`src/rtl/sdd_pkg.sv`:
```
package sdd_pkg;
    typedef enum logic [1:0] {
        MODE_RISE  = 2'd0,
        MODE_BOTH  = 2'd1,
        MODE_MANCH = 2'd2,
        MODE_EVERY2 = 2'd3
    } sdd_mode_e;
endpackage

```
`src/rtl/sdd_sync.sv`:
```
module sdd_sync #(
    parameter int W = 2
) (
    input  logic         clk,
    input  logic         rst_n,
    input  logic [W-1:0] din,
    output logic [W-1:0] dout
);
    typedef struct packed {
        logic [W-1:0] s1;
        logic [W-1:0] s2;
    } sync_t;

    sync_t st_d, st_q;

    always_comb begin
        st_d.s1 = din;
        st_d.s2 = st_q.s1;
    end

    always_ff @(posedge clk or negedge rst_n) begin
        if (!rst_n) st_q <= '0;
        else        st_q <= st_d;
    end

    assign dout = st_q.s2;
endmodule

```
`src/rtl/sdd_manch.sv`:
```
module sdd_manch #(
    parameter int CNT_W = 8
) (
    input  logic clk,
    input  logic rst_n,
    input  logic restart,
    input  logic trans,
    input  logic level,
    output logic emit,
    output logic emit_bit
);
    localparam logic [CNT_W-1:0] CMAX = '1;
    localparam int XW = CNT_W + 3;

    typedef struct packed {
        logic [CNT_W-1:0] cnt;
        logic [CNT_W-1:0] half;
        logic             locked;
        logic             at_mid;
    } man_t;

    man_t st_d, st_q;
    logic [XW-1:0] iv2, half3, half5;

    always_comb begin
        st_d  = st_q;
        emit  = 1'b0;
        iv2   = XW'(st_q.cnt) << 1;
        half3 = XW'(st_q.half) * XW'(3);
        half5 = XW'(st_q.half) * XW'(5);
        if (restart) begin
            st_d.cnt    = CMAX;
            st_d.half   = CMAX;
            st_d.locked = 1'b0;
            st_d.at_mid = 1'b0;
        end else if (trans) begin
            st_d.cnt = CNT_W'(1);
            if (iv2 > half5) begin
                st_d.locked = 1'b0;
                st_d.at_mid = 1'b0;
                st_d.half   = CMAX;
            end else if (iv2 > half3) begin
                emit        = 1'b1;
                st_d.locked = 1'b1;
                st_d.at_mid = 1'b1;
                st_d.half   = st_q.cnt >> 1;
            end else begin
                st_d.half = st_q.cnt;
                if (st_q.locked) begin
                    if (st_q.at_mid) begin
                        st_d.at_mid = 1'b0;
                    end else begin
                        emit        = 1'b1;
                        st_d.at_mid = 1'b1;
                    end
                end
            end
        end else if (st_q.cnt != CMAX) begin
            st_d.cnt = st_q.cnt + CNT_W'(1);
        end
    end

    always_ff @(posedge clk or negedge rst_n) begin
        if (!rst_n) st_q <= '{cnt: CMAX, half: CMAX, locked: 1'b0, at_mid: 1'b0};
        else        st_q <= st_d;
    end

    assign emit_bit = level;
endmodule

```
`src/rtl/sdd_watch.sv`:
```
module sdd_watch #(
    parameter int TO_W = 16
) (
    input  logic            clk,
    input  logic            rst_n,
    input  logic            activity,
    input  logic            restart,
    input  logic [TO_W-1:0] timeout,
    output logic            fail
);
    localparam logic [TO_W-1:0] TMAX = '1;

    typedef struct packed {
        logic [TO_W-1:0] cnt;
        logic            fail;
    } wd_t;

    wd_t st_d, st_q;

    always_comb begin
        if (activity || restart)  st_d.cnt = '0;
        else if (st_q.cnt != TMAX) st_d.cnt = st_q.cnt + TO_W'(1);
        else                      st_d.cnt = st_q.cnt;
        st_d.fail = (timeout != '0) && (st_d.cnt >= timeout);
    end

    always_ff @(posedge clk or negedge rst_n) begin
        if (!rst_n) st_q <= '0;
        else        st_q <= st_d;
    end

    assign fail = st_q.fail;
endmodule

```
`src/rtl/sd_bit_decoder.sv`:
```
module sd_bit_decoder
    import sdd_pkg::*;
#(
    parameter int TO_W  = 16,
    parameter int CNT_W = 8
) (
    input  logic            clk,
    input  logic            rst_n,
    input  logic [1:0]      mode,
    input  logic [TO_W-1:0] fail_timeout,
    input  logic            mod_clk,
    input  logic            mod_data,
    output logic            bit_valid,
    output logic            bit_data,
    output logic            clk_fail
);
    typedef struct packed {
        logic      clk_p;
        logic      dat_p;
        sdd_mode_e mode;
        logic      phase;
        logic      valid;
        logic      bitv;
    } top_t;

    top_t st_d, st_q;
    logic [1:0] synced;
    logic c_s, d_s, rise, fall, dtr, chg, take, activity, m_restart, m_emit, m_bit;
    sdd_mode_e cur_mode;

    sdd_sync #(.W(2)) u_sync (
        .clk(clk), .rst_n(rst_n), .din({mod_clk, mod_data}), .dout(synced)
    );

    assign c_s      = synced[1];
    assign d_s      = synced[0];
    assign cur_mode = sdd_mode_e'(mode);
    assign chg      = (cur_mode != st_q.mode);
    assign m_restart = chg || (cur_mode != MODE_MANCH);

    sdd_manch #(.CNT_W(CNT_W)) u_manch (
        .clk(clk), .rst_n(rst_n), .restart(m_restart), .trans(dtr),
        .level(d_s), .emit(m_emit), .emit_bit(m_bit)
    );

    sdd_watch #(.TO_W(TO_W)) u_watch (
        .clk(clk), .rst_n(rst_n), .activity(activity), .restart(chg),
        .timeout(fail_timeout), .fail(clk_fail)
    );

    always_comb begin
        rise  = c_s & ~st_q.clk_p;
        fall  = ~c_s & st_q.clk_p;
        dtr   = d_s ^ st_q.dat_p;
        st_d  = st_q;
        st_d.clk_p = c_s;
        st_d.dat_p = d_s;
        st_d.mode  = cur_mode;
        take  = 1'b0;
        case (cur_mode)
            MODE_RISE:  take = rise;
            MODE_BOTH:  take = rise | fall;
            MODE_MANCH: take = m_emit;
            MODE_EVERY2: begin
                take = rise & st_q.phase;
                if (rise) st_d.phase = ~st_q.phase;
            end
            default:    take = 1'b0;
        endcase
        activity = (cur_mode == MODE_MANCH) ? dtr : (rise | fall);
        if (chg) begin
            take       = 1'b0;
            st_d.phase = 1'b0;
        end
        st_d.valid = take;
        if (take) st_d.bitv = (cur_mode == MODE_MANCH) ? m_bit : d_s;
    end

    always_ff @(posedge clk or negedge rst_n) begin
        if (!rst_n) st_q <= '{clk_p: 1'b0, dat_p: 1'b0, mode: MODE_RISE,
                              phase: 1'b0, valid: 1'b0, bitv: 1'b0};
        else        st_q <= st_d;
    end

    assign bit_valid = st_q.valid;
    assign bit_data  = st_q.bitv;
endmodule

```
`config.mk`:
```
export PLATFORM = sky130hd
export DESIGN_NAME = sd_bit_decoder
export DESIGN_NICKNAME = d
export VERILOG_FILES = /design/src/rtl/sdd_pkg.sv /design/src/rtl/sdd_sync.sv /design/src/rtl/sdd_manch.sv /design/src/rtl/sdd_watch.sv /design/src/rtl/sd_bit_decoder.sv
export SDC_FILE = /design/constraint.sdc
export NUM_CORES = 1
export LEC_CHECK = 0
export BUFFER_PORTS_ARGS = -buffer_cell sky130_fd_sc_hd__buf_2
export CORE_MARGIN = 2
export CORE_UTILIZATION = 50
export CTS_CLUSTER_DIAMETER = 30
export CTS_CLUSTER_SIZE = 16
export DETAILED_ROUTE_END_ITERATION = 8
export PLACE_DENSITY = 0.69
export SKIP_LAST_GASP = 1
export SYNTH_ARGS = -nofsm -noshare
export SYNTH_HDL_FRONTEND = slang
export SYNTH_SLANG_ARGS = --single-unit
```
`constraint.sdc`:
```
create_clock -name clk -period 4.4 [get_ports clk]
set_input_delay 0.88 -clock clk [delete_from_list [all_inputs] [get_ports clk]]
set_output_delay 0.88 -clock clk [all_outputs]
set_load 0.005 [all_outputs]
```
=== Yosys cells after proc, flatten, opt, wreduce, memory -nomap -nowiden ===
Index checks and enable logic that the tools add are counted.

* Input port bits: 22
* Word-level logic and storage cells: 73
* Bits in registers: 46

* Multipliers: 2
* Reduce and logical (&&, ||, !) cells: 14
* $lt $le $gt $ge: 3
* Muxes and demuxes: 23
* Equal/unequal tests: 7
* Bitwise gates (word level): 8
* $add $sub $neg: 2

{| class="wikitable"
|+ Operators by type and width
! operator !! number
|-
| 16-bit 2-to-1 mux || 2
|-
| 8-bit 2-to-1 mux || 3
|-
| 10-bit 2-to-1 mux || 2
|-
| 18-bit 2-to-1 mux || 1
|-
| 16-bit by 1-bit adder with 16-bit output, second input constant || 1
|-
| 16-bit >= comparator || 1
|-
| 16-bit inequality test, second input constant || 1
|-
| 16-bit nonzero test || 1
|-
| 1-bit 2-to-1 mux || 14
|-
| 9-bit by 11-bit > comparator with 1-bit output || 1
|-
| 8-bit by 3-bit multiplier with 11-bit output, second input constant || 1
|-
| 9-bit by 10-bit > comparator with 1-bit output || 1
|-
| 8-bit by 2-bit multiplier with 10-bit output, second input constant || 1
|-
| 8-bit by 1-bit adder with 8-bit output, second input constant || 1
|-
| 8-bit inequality test, second input constant || 1
|-
| 2-bit AND reduction || 3
|-
| 2-bit nonzero test || 3
|-
| 3-bit nonzero test || 2
|-
| 2-bit == test, second input constant || 2
|-
| 1-bit one-hot mux with 4 select lines || 1
|-
| 4-bit nonzero test || 1
|-
| 1-bit AND || 3
|-
| 1-bit NOT || 3
|-
| 2-bit by 1-bit == test with 1-bit output, second input constant || 1
|-
| other kinds (7) || 8
|}

=== Longest topological paths before layout ===
Gate-level depths: netlist (run 1).

* Depth in word-level cells: 8
* Mapped depth: 16
* Mapped depth without buffers: 15

=== By module ===
A second synthesis (run 1) with hierarchy kept.

* Cells, all modules: 399
* Area total of the unflattened synthesis: 3,783.6 um^2

{| class="wikitable"
|+ Modules (own cells, without submodules)
! module !! times used !! sequential area each (um^2) !! area an instance (um^2) !! cells each
|-
| sdd_manch || 1 || 470.5 || 1,914.3 || 206
|-
| sdd_watch || 1 || 425.4 || 1,397.6 || 160
|-
| sd_bit_decoder || 1 || 175.2 || 371.6 || 29
|-
| sdd_sync || 1 || 100.1 || 100.1 || 4
|}

=== Worst setup path before layout (run 1) ===
No wires, ideal clock.

* Path type: flip-flop to flip-flop
* Start point: reg u_manch.st_q[3] in the netlist's numbering
* End point: reg u_manch.st_q[0] in the netlist's numbering
* Required time: 4,313 ps
* Library setup time: 87 ps
* Slack: 1,057 ps
* Stages on the path, launching flop included: 15
* Arrival time: 3,256 ps
* Path through: dfstp_2 -> ha_1 -> a21o_1 -> a21oi_1 -> nor2b_1 -> o21a_1 -> o41ai_1 -> xor2_1 -> ha_1 -> nand2_1 -> nor3_1 -> a221o_1 -> nor3_2 -> o21ai_0 -> a211oi_2

* Word-level cells in the longest chain between the ends: 6

{| class="wikitable"
|+ RTL lines
! item !! RTL line !! RTL
|-
| from (decl) || sdd_manch.sv:22 || <nowiki>man_t st_d, st_q;</nowiki>
|-
| from (signal assigned) || sdd_manch.sv:64 || <nowiki>if (!rst_n) st_q <= '{cnt: CMAX, half: CMAX, locked: 1'b0, at_mid: 1'b0};</nowiki>
|-
| from (signal assigned) || sdd_manch.sv:65 || <nowiki>else st_q <= st_d;</nowiki>
|-
| 8-bit by 2-bit multiplier with 10-bit output || sdd_manch.sv:29 || <nowiki>half3 = XW'(st_q.half) * XW'(3);</nowiki>
|-
| 9-bit by 10-bit > comparator with 1-bit output || sdd_manch.sv:42 || <nowiki>end else if (iv2 > half3) begin</nowiki>
|-
| 1-bit 2-to-1 mux || sdd_manch.sv:42 ||
|-
| 10-bit 2-to-1 mux || sdd_manch.sv:38 || <nowiki>if (iv2 > half5) begin</nowiki>
|-
| 10-bit 2-to-1 mux || sdd_manch.sv:36 || <nowiki>end else if (trans) begin</nowiki>
|-
| 18-bit 2-to-1 mux || sdd_manch.sv:31 || <nowiki>if (restart) begin</nowiki>
|}

Parallel ways exist; a longest one is shown, timed or not. The select of a mux whose other input is x is not followed.
A chain may end at the register's enable or synchronous reset.

=== Final worst setup path (run 1) ===
* Start point: reg u_manch.st_q[4] in the netlist's numbering
* End point: reg u_manch.st_q[0] in the netlist's numbering

Same word-level chain as after synthesis.

==> flow_metrics.tcl, run 1 <==
set metrics [dict create \
    fin_crit_sh 0.859 \
    yosys_warnings 0 \
    yosysSeqAreaShare 0.320 \
    fillCellCount 659 \
    initial_utilization 0.511 \
    powerDensity_nw_per_um2 200 \
    htreeDepth 2 \
    post_cts_buffers 0 \
    required_ns 4.62 \
    die_h_um 89.6 \
    synthCells 408 \
    async_reset_ff_frac 1.00 \
    power.total_mw 0.797 \
    synth_area_leaders "dfrtp_1 20%, ha_1 18%, dfstp_2 11%, xor2_1 4.1%, nor2_1 3.9%" \
    setup_viol 0 \
    cts_sinks 46 \
    clk_pin_slew_ns 0.09 \
    synth.top_cell.area_share 0.205 \
    core_area_um2 7180 \
    firstDrtPassIters 4 \
    relSlewSlack 0.335 \
    critPathLaunch "u_manch.st_q[4]$_DFFE_PN1P_" \
    grt_pass1_wl_um 13600 \
    tritoncts "yes" \
    outcome "finished clean" \
    grt_pass1_vias 2991 \
    hold_class "reg -> reg" \
    area.growth.synth_to_final_pct 8.98 \
    r2r_slack_ns 0.62 \
    die_w_um 89.6 \
    start_kind "register" \
    cp_max_fo 10 \
    final_util 0.556 \
    synth_cell_types 50 \
    reg2reg_to "u_manch.st_q[0]$_DFFE_PN0P_" \
    synth_ff_type "dfrtp_1" \
    port_buffers 24 \
    drive_gt1_frac 0.130 \
    cts-root-buf "clkbuf_8" \
    io_pins 25 \
    dp.cells 529 \
    maxSlewViolCount 0 \
    cts_resized 0 \
    avgSynthCellArea_um2 8.98 \
    r2r_start "u_manch.st_q[4]$_DFFE_PN1P_" \
    crit_path_end_kind "register" \
    p_leak_nw 1.94 \
    fin_skew_ns 0.0120 \
    fin_nets 515 \
    gp_congestion 0.785 \
    synth_top_area_cell "dfrtp_1" \
    grt_max_degree 47 \
    crit_type "reg -> reg" \
    final_common_cell "ha_1" \
    gr-total-overflow 0 \
    fmax_mhz 265 \
    clk_path_buf_depth 2 \
    endpoint "u_manch.st_q[0]$_DFFE_PN0P_" \
    vias 3054 \
    track_usage 0.213 \
    worst_slew_pin_slew_ns 0.998 \
    num_rows 31 \
    num_antenna_cells 0 \
    layout_common_cells "54 x ha_1, 38 x nor2_1, 36 x nand2_1" \
    antenna_found_initial 0 \
    grt_setup_unrepaired "false" \
    detail-route-antenna-nets 0 \
    drt_iter0_drc 132 \
    hold_buffers 0 \
    viasPerCell 5.69 \
    die_area_um2 8030 \
    ir_drop_mv 0.123 \
    routed_wl_um 7800 \
    dp_slack_ns 0.686 \
    drv_cap 0 \
    rr_worst_depth 14 \
    crit_arrival_ns 4.00 \
    wl_per_cell_um 14.5 \
    ys_ff_latch 46 \
    hold_violations 0 \
    synth-edff-count 0 \
    drcViolationCount 0 \
    cts_buffers 5 \
    clkLatencyLatePin_ns 0.30 \
    netlist_area_um2 3660 \
    syn_nets 486 \
    worst_slack_ns 0.619 \
    finalSetupTns_ns 0 \
    dp_hpwl_um 6000 \
    fin_cells 537 \
    post-route-min-period_ns 3.78 \
]
==> cells in the mapped netlist, drive strengths merged, types with 2 or more instances <==
library cell  number
a211o              2
a211oi             9
a21boi             2
a21o              11
a21oi             21
a31oi              8
and2               5
and3              11
clkbuf             3
dfrtp             30
dfstp             16
fa                 2
ha                54
inv               30
mux2i              3
nand2             36
nand2b             4
nand3             16
nand4              7
nor2              38
nor2b              4
nor3              12
nor4               4
o21a               6
o21ai             23
o21bai             3
o31a               3
o31ai              2
o41ai              2
xnor2              9
xor2              17
==> worst min-delay path by stage <==
stage	slack, ns	start	cells after the start	endpoint
6_report	0.35	u_sync.st_d[0]$_DFF_PN0_	0	u_sync.dout[0]$_DFF_PN0_
5_1_grt	0.38	u_sync.st_d[1]$_DFF_PN0_	0	u_sync.dout[1]$_DFF_PN0_
4_1_cts	0.36	u_sync.st_d[0]$_DFF_PN0_	0	u_sync.dout[0]$_DFF_PN0_
3_5_place_dp	0.34	u_sync.st_d[0]$_DFF_PN0_	0	u_sync.dout[0]$_DFF_PN0_
3_3_place_gp	0.33	u_sync.st_d[0]$_DFF_PN0_	0	u_sync.dout[0]$_DFF_PN0_
2_1_floorplan	0.33	u_sync.st_d[0]$_DFF_PN0_	0	u_sync.dout[0]$_DFF_PN0_
==> flip-flops by register name (all words and copies together), names as in the netlist <==
name and cells:
u_sync.st_d 2, u_watch.fail 1, st_q 5, u_manch.iv2 8, u_watch.st_q 16, bit_data 1
bit_valid 1, u_sync.dout 2, u_manch.st_q 10
==> layer usage <==
layer | up-vias | track usage | wire [um]
met5 | - | 0 | 0
met4 | 0 | 0.0638 | 139
met3 | 12 | 0.0247 | 151
met2 | 45 | 0.366 | 3820
met1 | 1461 | 0.281 | 3680
li1 | 1536 | - | -
==> worst max-delay path, cell delays in order (launching register included) <==
cell	delay [ns]
dfstp_2	0.61
ha_1	0.25
a21o_1	0.18
a21oi_1	0.21
nor2b_1	0.07
o21a_1	0.18
o41ai_1	0.30
xor2_1	0.20
ha_1	0.26
nand2_1	0.07
nor3_1	0.04
a221o_1	0.39
nor3_2	0.49
o21ai_0	0.24
a211oi_2	0.22
==> cell type report <==
type | instances | area, um^2 | area share
Clock buffer | 6 | 72.6 | 0.0182
Sequential cell | 46 | 1170 | 0.293
Inverter | 30 | 113 | 0.0282
Timing Repair Buffer | 26 | 135 | 0.0338
Tap cell | 99 | 124 | 0.0310
Multi-Input combinational cell | 328 | 2360 | 0.592
Clock inverter | 2 | 13.8 | 0.00345
==> cells by family after synthesis <==
group	share of synthesized area
AO/OA/AOI/OAI	0.189
XOR/XNOR	0.0642
adder cells (fa/ha/maj)	0.195
buffers and inverters	0.0352
flip-flops	0.320
multiplexers	0.00820
AND/OR/NAND/NOR	0.189
==> where the power goes <==
part | internal, mW | total [mW] | switching (mW)
Sequential | 0.431 | 0.441 | 0.00919
Clock | 0.112 | 0.254 | 0.142
Combinational | 0.0402 | 0.102 | 0.0614
==> metrics by stage <==
| stage | instance area (um^2) | hold slack [ns] |
|---|---|---|
| 2_1_floorplan | 3660 | 0.331 |
| 3_3_place_gp | 3910 | 0.334 |
| 3_5_place_dp | 3910 | 0.336 |
| 4_1_cts | 3990 | 0.356 |
| 5_1_grt | 3990 | 0.375 |
| 6_report | 3990 | 0.354 |
No activity file was read; power rests on OpenSTA's default activity.
==> run 2: changes to the inputs <==
--- a/config.mk
+++ b/config.mk
@@ -5,13 +5,13 @@
 export SDC_FILE = /design/constraint.sdc
 export NUM_CORES = 1
 export LEC_CHECK = 0
-export BUFFER_PORTS_ARGS = -buffer_cell sky130_fd_sc_hd__buf_2
+export BUFFER_PORTS_ARGS = -buffer_cell sky130_fd_sc_hd__buf_4
 export CORE_MARGIN = 2
 export CORE_UTILIZATION = 50
 export CTS_CLUSTER_DIAMETER = 30
 export CTS_CLUSTER_SIZE = 16
 export DETAILED_ROUTE_END_ITERATION = 8
-export PLACE_DENSITY = 0.69
+export PLACE_DENSITY_LB_ADDON = 0.15
 export SKIP_LAST_GASP = 1
 export SYNTH_ARGS = -nofsm -noshare
 export SYNTH_HDL_FRONTEND = slang
==> run 2 against run 1 <==
Effect of this change: die area did not move; sequential power is essentially flat; combinational power up 4%; utilization increased by 1.2 points.
==> flow_metrics.tcl, run 2 (synthesized netlist as in run 1, its figures left out) <==
set metrics [dict create \
    cts-root-buf "clkbuf_8" \
    pwr-share-comb 0.123 \
    dp_slack_ns 0.636 \
    die_h_um 89.6 \
    post_cts_buffers 0 \
    viasPerCell 5.59 \
    outcome "finished clean" \
    maxSlewViolCount 0 \
    regMostFlops "u_watch.st_q" \
    cts_resized 0 \
    crit_arrival_ns 4.02 \
    fin_skew_ns 0.0124 \
    drv_cap 0 \
    grt_pass1_wl_um 13300 \
    fillCellCount 639 \
    area.growth.synth_to_final_pct 11.3 \
    power.total_mw 0.861 \
    busiest_layer "met2" \
    r2r_slack_ns 0.60 \
    clk_path_buf_depth 2 \
    io_pins 25 \
    fin_cells 537 \
    hold_class "reg -> reg" \
    firstDrtPassIters 4 \
    stdcell_area_um2 4080 \
    seq_area_um2 1170 \
    crit_type "reg -> reg" \
    slowest_stage "dfstp_2" \
    initial_utilization 0.511 \
    drt_iter0_drc 78 \
    cts_sinks 46 \
    cts_buffers 5 \
    port_buffers 24 \
    detail-route-antenna-nets 0 \
    powerDensity_nw_per_um2 211 \
    worst_slack_ns 0.603 \
    hold_violations 0 \
    clk_pin_slew_ns 0.09 \
    p_int_mw 0.647 \
    die_area_um2 8030 \
    worst_slew_pin_slew_ns 0.605 \
    tritoncts "yes" \
    antenna_found_initial 0 \
    setup_viol 0 \
    clkPwrFrac 0.365 \
    grt_pass1_vias 3012 \
    dp.cells 529 \
    start_kind "register" \
    use_met3 0.0247 \
    cp_max_fo 10 \
    largest_reg_flops 16 \
    layout_common_cells "54 x ha_1, 38 x nor2_1, 36 x nand2_1" \
    num_antenna_cells 0 \
    fmax_mhz 263 \
    num_rows 31 \
    gp_congestion 0.812 \
    core_area_um2 7180 \
    routed_wl_um 7670 \
    required_ns 4.63 \
    fin_crit_sh 0.863 \
    drcViolationCount 0 \
    ir_drop_mv 0.150 \
    dp_hpwl_um 5960 \
    relSlewSlack 0.596 \
    wl_per_cell_um 14.3 \
    pwr-share-seq 0.512 \
    p_leak_nw 1.97 \
    post-route-min-period_ns 3.80 \
    fin_nets 515 \
    cp_cell_sequence "ha_1 -> a21o_1 -> a21oi_1 -> nor2b_1 -> o21a_1 -> o41ai_1 -> xor2_1 -> ha_1 -> nand2_1 -> nor3_1 -> a221o_1 -> nor3_2 -> o21ai_0 -> a211oi_2" \
    grt_setup_unrepaired "false" \
    final_common_cell "ha_1" \
    drive_gt1_frac 0.130 \
    gr-usage-met2 0.371 \
    htreeDepth 2 \
    hold_buffers 0 \
    use_met1 0.267 \
    grt_max_degree 47 \
    multi_input_area_um2 2360 \
    vias 3001 \
    p_switching_mw 0.214 \
    finalSetupTns_ns 0 \
    placed_area_um2 3970 \
    switching_share 0.249 \
    gr-total-overflow 0 \
    clkLatencyLatePin_ns 0.30 \
    track_usage 0.212 \
    crit_path_end_kind "register" \
    die_w_um 89.6 \
    slowest_delay_ns 0.61 \
    worst_path_most_repeated_cell "ha_1" \
]
[run 2: changes by cell type in the layout (fill, tap and decap cells not counted)]
| cell | delta |
|---|---|
| clkinv_4 | -1 |
| clkinvlp_4 | +1 |
| bufinv_16 | +1 |
| buf_2 | -24 |
| clkinv_2 | -1 |
| buf_4 | +24 |
[run 2: per-layer routing]
metal,vias up,share of wire
met2,42,0.49
met4,0,0.020
met1,1408,0.47
li1,1538,-
met3,13,0.023
met5,-,0
[run 2: power by group through the flow]
stage	sequential [mW]	combinational, mW	clock [mW]
after detailed placement	0.448	0.107	0
after global routing	0.442	0.122	0.343
after floorplan	0.445	0.0645	0
after global placement	0.448	0.105	0
final	0.441	0.106	0.314
after CTS	0.441	0.107	0.324
[run 2: worst paths after layout]
| kind | from | to | cells past startpoint |
|---|---|---|---|
| min in group asynchronous | rst_n | u_manch.st_q[1]$_DFFE_PN0P_ | 1 |
| max in group asynchronous | rst_n | u_watch.st_q[11]$_DFF_PN0_ | 1 |
| max reg2reg | u_manch.st_q[4]$_DFFE_PN1P_ | u_manch.st_q[0]$_DFFE_PN0P_ | 14 |
| max | u_manch.st_q[4]$_DFFE_PN1P_ | u_manch.st_q[0]$_DFFE_PN0P_ | 14 |
| min | u_sync.st_d[1]$_DFF_PN0_ | u_sync.dout[1]$_DFF_PN0_ | 0 |
| min reg2reg | u_sync.st_d[1]$_DFF_PN0_ | u_sync.dout[1]$_DFF_PN0_ | 0 |
[run 2: cell type report]
type	count	area share
clock buffer	6	0.0178
clock inverter	2	0.00921
inverter	30	0.0276
multi-input combinational	328	0.580
sequential	46	0.287
tap	99	0.0304
timing repair buffer	26	0.0479
[run 2: per-stage QoR]
| step | utilization | hold slack (ns) |
|---|---|---|
| floorplan | - | 0.331 |
| global placement | 0.553 | 0.332 |
| detailed placement | 0.553 | 0.336 |
| CTS | 0.568 | 0.355 |
| global route | 0.568 | 0.365 |
| finish | 0.568 | 0.351 |
[run 2: critical path: cells and delay by family, from the launching register on]
family	cells	cell delay [ns]
DFF	1	0.61
and+or+nand+nor	4	0.65
adders and majority gates	2	0.51
xor gates and xnor gates	1	0.20
AOI/OAI and AO/OA	7	1.74
